<file path="src/rtl/slc_pkg.sv">
package slc_pkg;

    typedef enum logic [1:0] {
        OP_HOLD  = 2'd0,
        OP_INC   = 2'd1,
        OP_LOAD  = 2'd2,
        OP_CLEAR = 2'd3
    } cnt_op_e;

    typedef struct packed {
        logic clr;
        logic load;
        logic step;
    } cnt_req_t;

    function automatic logic pair_on(input logic act_lo, input logic act_hi);
        return (!act_lo) && act_hi;
    endfunction

    function automatic cnt_op_e pick_op(input cnt_req_t r);
        if (r.clr)       return OP_CLEAR;
        else if (r.load) return OP_LOAD;
        else if (r.step) return OP_INC;
        else             return OP_HOLD;
    endfunction

endpackage

</file>
<file path="src/rtl/slc_stage_reg.sv">
module slc_stage_reg #(
    parameter int WIDTH = 8
) (
    input  logic             clk,
    input  logic             rst,
    input  logic             cap,
    input  logic [WIDTH-1:0] d,
    output logic [WIDTH-1:0] q
);
    always_ff @(posedge clk) begin
        if (rst)      q <= '0;
        else if (cap) q <= d;
    end

    AST_STAGE_CAPTURE: assert property (@(posedge clk) disable iff (rst)
        cap |=> q == $past(d));
    AST_STAGE_HOLD: assert property (@(posedge clk) disable iff (rst)
        !cap |=> $stable(q));
endmodule

</file>
<file path="src/rtl/slc_ctrl_decode.sv">
module slc_ctrl_decode (
    input  logic             clr_n,
    input  logic             load_n,
    input  logic             cnt_stb,
    input  logic             cnt_en_n,
    input  logic             cnt_en,
    input  logic             out_en_n,
    input  logic             out_en,
    output slc_pkg::cnt_op_e op,
    output logic             drive
);
    import slc_pkg::*;
    cnt_req_t req;

    always_comb begin
        req.clr  = !clr_n;
        req.load = !load_n;
        req.step = cnt_stb && pair_on(cnt_en_n, cnt_en);
        op       = pick_op(req);
        drive    = pair_on(out_en_n, out_en);
    end
endmodule

</file>
<file path="src/rtl/slc_counter_core.sv">
module slc_counter_core #(
    parameter int WIDTH = 8
) (
    input  logic             clk,
    input  logic             rst,
    input  slc_pkg::cnt_op_e op,
    input  logic [WIDTH-1:0] load_val,
    output logic [WIDTH-1:0] count,
    output logic             term_n
);
    import slc_pkg::*;
    localparam logic [WIDTH-1:0] TOP = {WIDTH{1'b1}};

    logic [WIDTH-1:0] nxt;

    always_comb begin
        unique case (op)
            OP_CLEAR: nxt = '0;
            OP_LOAD:  nxt = load_val;
            OP_INC:   nxt = count + 1'b1;
            default:  nxt = count;
        endcase
    end

    always_ff @(posedge clk) begin
        if (rst) count <= '0;
        else     count <= nxt;
    end

    assign term_n = (count != TOP);

    AST_CLEAR_ZERO: assert property (@(posedge clk) disable iff (rst)
        op == OP_CLEAR |=> count == '0);
    AST_LOAD_VALUE: assert property (@(posedge clk) disable iff (rst)
        op == OP_LOAD |=> count == $past(load_val));
    AST_INC_STEP: assert property (@(posedge clk) disable iff (rst)
        (op == OP_INC && $past(op) != OP_HOLD) |=> count == WIDTH'($past(count) + 1'b1));
    AST_HOLD_STILL: assert property (@(posedge clk) disable iff (rst)
        op == OP_HOLD |=> $stable(count));
    AST_WRAP_ZERO: assert property (@(posedge clk) disable iff (rst)
        (op == OP_INC && !term_n) |=> count == '0);
endmodule

</file>
<file path="src/rtl/staged_load_counter.sv">
module staged_load_counter #(
    parameter int WIDTH = 8
) (
    input  logic             clk,
    input  logic             rst,
    input  logic             reg_stb,
    input  logic             cnt_stb,
    input  logic             clr_n,
    input  logic             load_n,
    input  logic             cnt_en_n,
    input  logic             cnt_en,
    input  logic             out_en_n,
    input  logic             out_en,
    input  logic [WIDTH-1:0] pin_in,
    output logic [WIDTH-1:0] pin_out,
    output logic             pin_oe,
    output logic             carry_n
);
    import slc_pkg::*;

    logic [WIDTH-1:0] stage_q;
    logic [WIDTH-1:0] count_q;
    cnt_op_e          op;

    slc_stage_reg #(.WIDTH(WIDTH)) stage_i (
        .clk(clk), .rst(rst), .cap(reg_stb), .d(pin_in), .q(stage_q)
    );

    slc_ctrl_decode decode_i (
        .clr_n(clr_n), .load_n(load_n), .cnt_stb(cnt_stb),
        .cnt_en_n(cnt_en_n), .cnt_en(cnt_en),
        .out_en_n(out_en_n), .out_en(out_en),
        .op(op), .drive(pin_oe)
    );

    slc_counter_core #(.WIDTH(WIDTH)) core_i (
        .clk(clk), .rst(rst), .op(op), .load_val(stage_q),
        .count(count_q), .term_n(carry_n)
    );

    assign pin_out = count_q;

    AST_CLEAR_PORT: assert property (@(posedge clk) disable iff (rst)
        !clr_n |=> pin_out == '0);
    AST_DRIVE_GATED: assert property (@(posedge clk) disable iff (rst)
        (out_en_n || !out_en) |-> !pin_oe);
    AST_CARRY_AFTER_CLEAR: assert property (@(posedge clk) disable iff (rst)
        !clr_n |=> carry_n);
endmodule

</file>
<file path="config.mk">
export PLATFORM = sky130hd
export DESIGN_NAME = staged_load_counter
export DESIGN_NICKNAME = d
export VERILOG_FILES = /design/src/rtl/slc_pkg.sv /design/src/rtl/slc_stage_reg.sv /design/src/rtl/slc_ctrl_decode.sv /design/src/rtl/slc_counter_core.sv /design/src/rtl/staged_load_counter.sv
export SDC_FILE = /design/constraint.sdc
export NUM_CORES = 1
export LEC_CHECK = 0
export ABC_AREA = 1
export BUFFER_PORTS_ARGS = -buffer_cell sky130_fd_sc_hd__buf_2
export CAP_MARGIN = 5
export CORE_MARGIN = 10
export CORE_UTILIZATION = 48
export DETAILED_ROUTE_END_ITERATION = 10
export PLACE_DENSITY = 0.86
export SYNTH_ARGS = -nofsm -noshare
export SYNTH_HDL_FRONTEND = slang
export SYNTH_SLANG_ARGS = --single-unit
</file>
<file path="constraint.sdc">
create_clock -name clk -period 1.3 [get_ports clk]
set_input_delay 0.26 -clock clk [delete_from_list [all_inputs] [get_ports clk]]
set_output_delay 0.26 -clock clk [all_outputs]
set_load 0.1 [all_outputs]
</file>
==> impl_metrics.toml <==
[drt]
via_count = 913
wire_per_inst_um = 12.6
wl_um = 2220
drt_iter0_markers = 11
routed_via_density = 5.19
drc = 0
dr.pass1.iters = 4
drtAntennaViolNets = 0

[run_status]
outcome = "finished, violations left"
violations = "negative setup slack"

[placed_design]
gp_congestion = 0.820
portBuffers = 27
place_hpwl_um = 1740
dp_slack_ns = 0.0272
placed_area_um2 = 1200

[clock_tree]
clockBufferDepth = 2
cts_hold_repair.buffers = 0
cts_buffers = 3
clk_pin_slew_worst_paths_ns = 0.09
ctsRootBufferMaster = "clkbuf_4"
cts.sinks = 16
clkLatencyLatePin_ns = 0.29
cts_tree = "built"
htree_num_levels = 1

[run]
cap_violations = 0

[critical_path]
required_ns = 1.04
cp-end-kind = "output port"
cp-start-kind = "flop"
crit_type = "flop to output port"
arrival_ns = 1.29
path_max_fanout = 2

[global_route]
grt_pass1_wl_um = 3640
grt_use_total = 0.121
grt_overflow_total = 0
antenna_found_initial = 0
grt_start_max_net_pins = 17
grt_pass1_vias = 949

[logic_synthesis]
async_flop_share = 0
synth_cell_types = 17
syn_avg_cell_area_um2 = 6.63
yosysSeqAreaShare = 0.387
synth_top_area_share = 0.387
syn_nets = 144
synthFlopType = "dfxtp_1"
synth_edf_count = 0
synth.area.top_cells = "dfxtp_1 39%, nor2_1 11%, o21ai_0 10%"
syn_inst = 125
synth_common_cells = "25 x nor2_1, 18 x nand2_1, 17 x o21ai_0, 16 x dfxtp_1, 16 x inv_1"
synth_seq_cells = 16
ys.warnings.count = 0
syn-cell-area_um2 = 828
synth_area_leader_cell = "dfxtp_1"
yosysMostFrequentCell = "nor2_1"

[power]
max-vdd-ir-drop_uv = 764
p_per_area_nw_per_um2 = 958
p_leak_nw = 0.561

[die]
die_area_um2 = 3790
core_area_um2 = 1580
io-pin-count = 28
initial_core_util = 0.525
die_x_um = 61.5
die_y_um = 61.5
core.rowCount = 14

[finish]
seqCellArea_um2 = 343
final_area_um2 = 1270
drive_gt1_frac = 0.350
multi_input_area_um2 = 479
syn2layout_area_growth_pct = 53.2
final_nets = 180
diodes = 0
fillers = 100

[timing]
min_period_ns = 1.55
setup_viol = 1
max_freq_mhz = 647
clock_skew_ns = 0.00129
tightest_slew_ns = 0.400
whs_ns = 0.187
fin_crit_sh = 1.19
timing.final.ws_setup_ns = -0.246
rsz0062_at_grt = "yes"
final_max_slew_viol_count = 0
hold_viol = 0
slew_headroom = 0.733

[hold_path]
worstHoldPathType = "input pin to flop"
## logic make-up after synthesis
family | share of synthesized area
AOI/OAI and AO/OA | 0.204
xor gates and xnor gates | 0.0106
adders and majority gates | 0.0151
DFF | 0.387
and+or+nand+nor | 0.301
buffers and inverters | 0.0831
## final timing paths
check                               startpoint                            to  slack, ns  cells after the start
setup / recovery  core_i.count[1]$_SDFFE_PP0P_                       carry_n      -0.25                      5
setup reg to reg  core_i.count[1]$_SDFFE_PP0P_  core_i.count[4]$_SDFFE_PP0P_       0.09                      8
hold / removal                       pin_in[1]     stage_i.q[1]$_SDFFE_PP0P_       0.19                      3
hold reg to reg      stage_i.q[3]$_SDFFE_PP0P_     stage_i.q[3]$_SDFFE_PP0P_       0.46                      2
## layout by cell type (no fill, tap or decap)
master,count
nand4_1,1
a21oi_1,10
buf_2,17
inv_1,16
o21ai_2,1
nand2_4,1
clkbuf_8,1
clkbuf_4,3
o21ai_0,17
nor2_4,2
dfxtp_1,8
a21oi_2,2
dfxtp_2,3
buf_4,6
nand2_2,1
dfxtp_4,5
nand2_1,17
nand3_1,8
ha_4,1
xor2_1,1
nor2_1,24
nor3_4,1
buf_12,10
o21bai_1,2
nor2_2,2
## routing by layer
metal / part of all wire / global-route usage
met5: 0 / 0
met4: 0.012 / 0.0573
met1: 0.46 / 0.133
met3: 0.030 / 0.0206
met2: 0.50 / 0.218
## metrics by stage
| step | utilization | power (mW) | std cells | setup TNS, ns |
|---|---|---|---|---|
| after floorplan | - | 0.761 | 125 | -0.783 |
| after global placement | 0.763 | 0.883 | 169 | 0 |
| after detailed placement | 0.763 | 0.893 | 169 | 0 |
| after CTS | 0.795 | 1.22 | 175 | -0.277 |
| after global routing | 0.805 | 1.27 | 176 | -0.315 |
| final | 0.805 | 1.22 | 176 | -0.246 |
## registers in the layout (all words and copies together), names as in the netlist
signal,cells
core_i.count,8
stage_i.q,8
## power breakdown
part	internal, mW	switching (mW)	total [mW]
Clock	0.171	0.159	0.330
Sequential	0.519	0.0308	0.550
Combinational	0.123	0.213	0.336
## area by class of cell
class | instances | area share
Sequential cell | 16 | 0.270
Tap cell | 16 | 0.0158
Clock buffer | 4 | 0.0286
Multi-Input combinational cell | 91 | 0.378
Inverter | 16 | 0.0473
Timing Repair Buffer | 33 | 0.260
## what timing repair did
action,in CTS,in global routing
endpoints found under the hold margin,0,0
gates resized for setup,0,2
pin swaps,3,2
buffers inserted,2,1
setup endpoints to repair,1,1
## critical path, stage by stage, from the launching register on
cell and delay [ns]:
dfxtp_4 0.37, ha_4 0.14, nand2_4 0.05, nor2_4 0.08, nand4_1 0.14, buf_12 0.21
No activity file was read; power rests on OpenSTA's default activity.
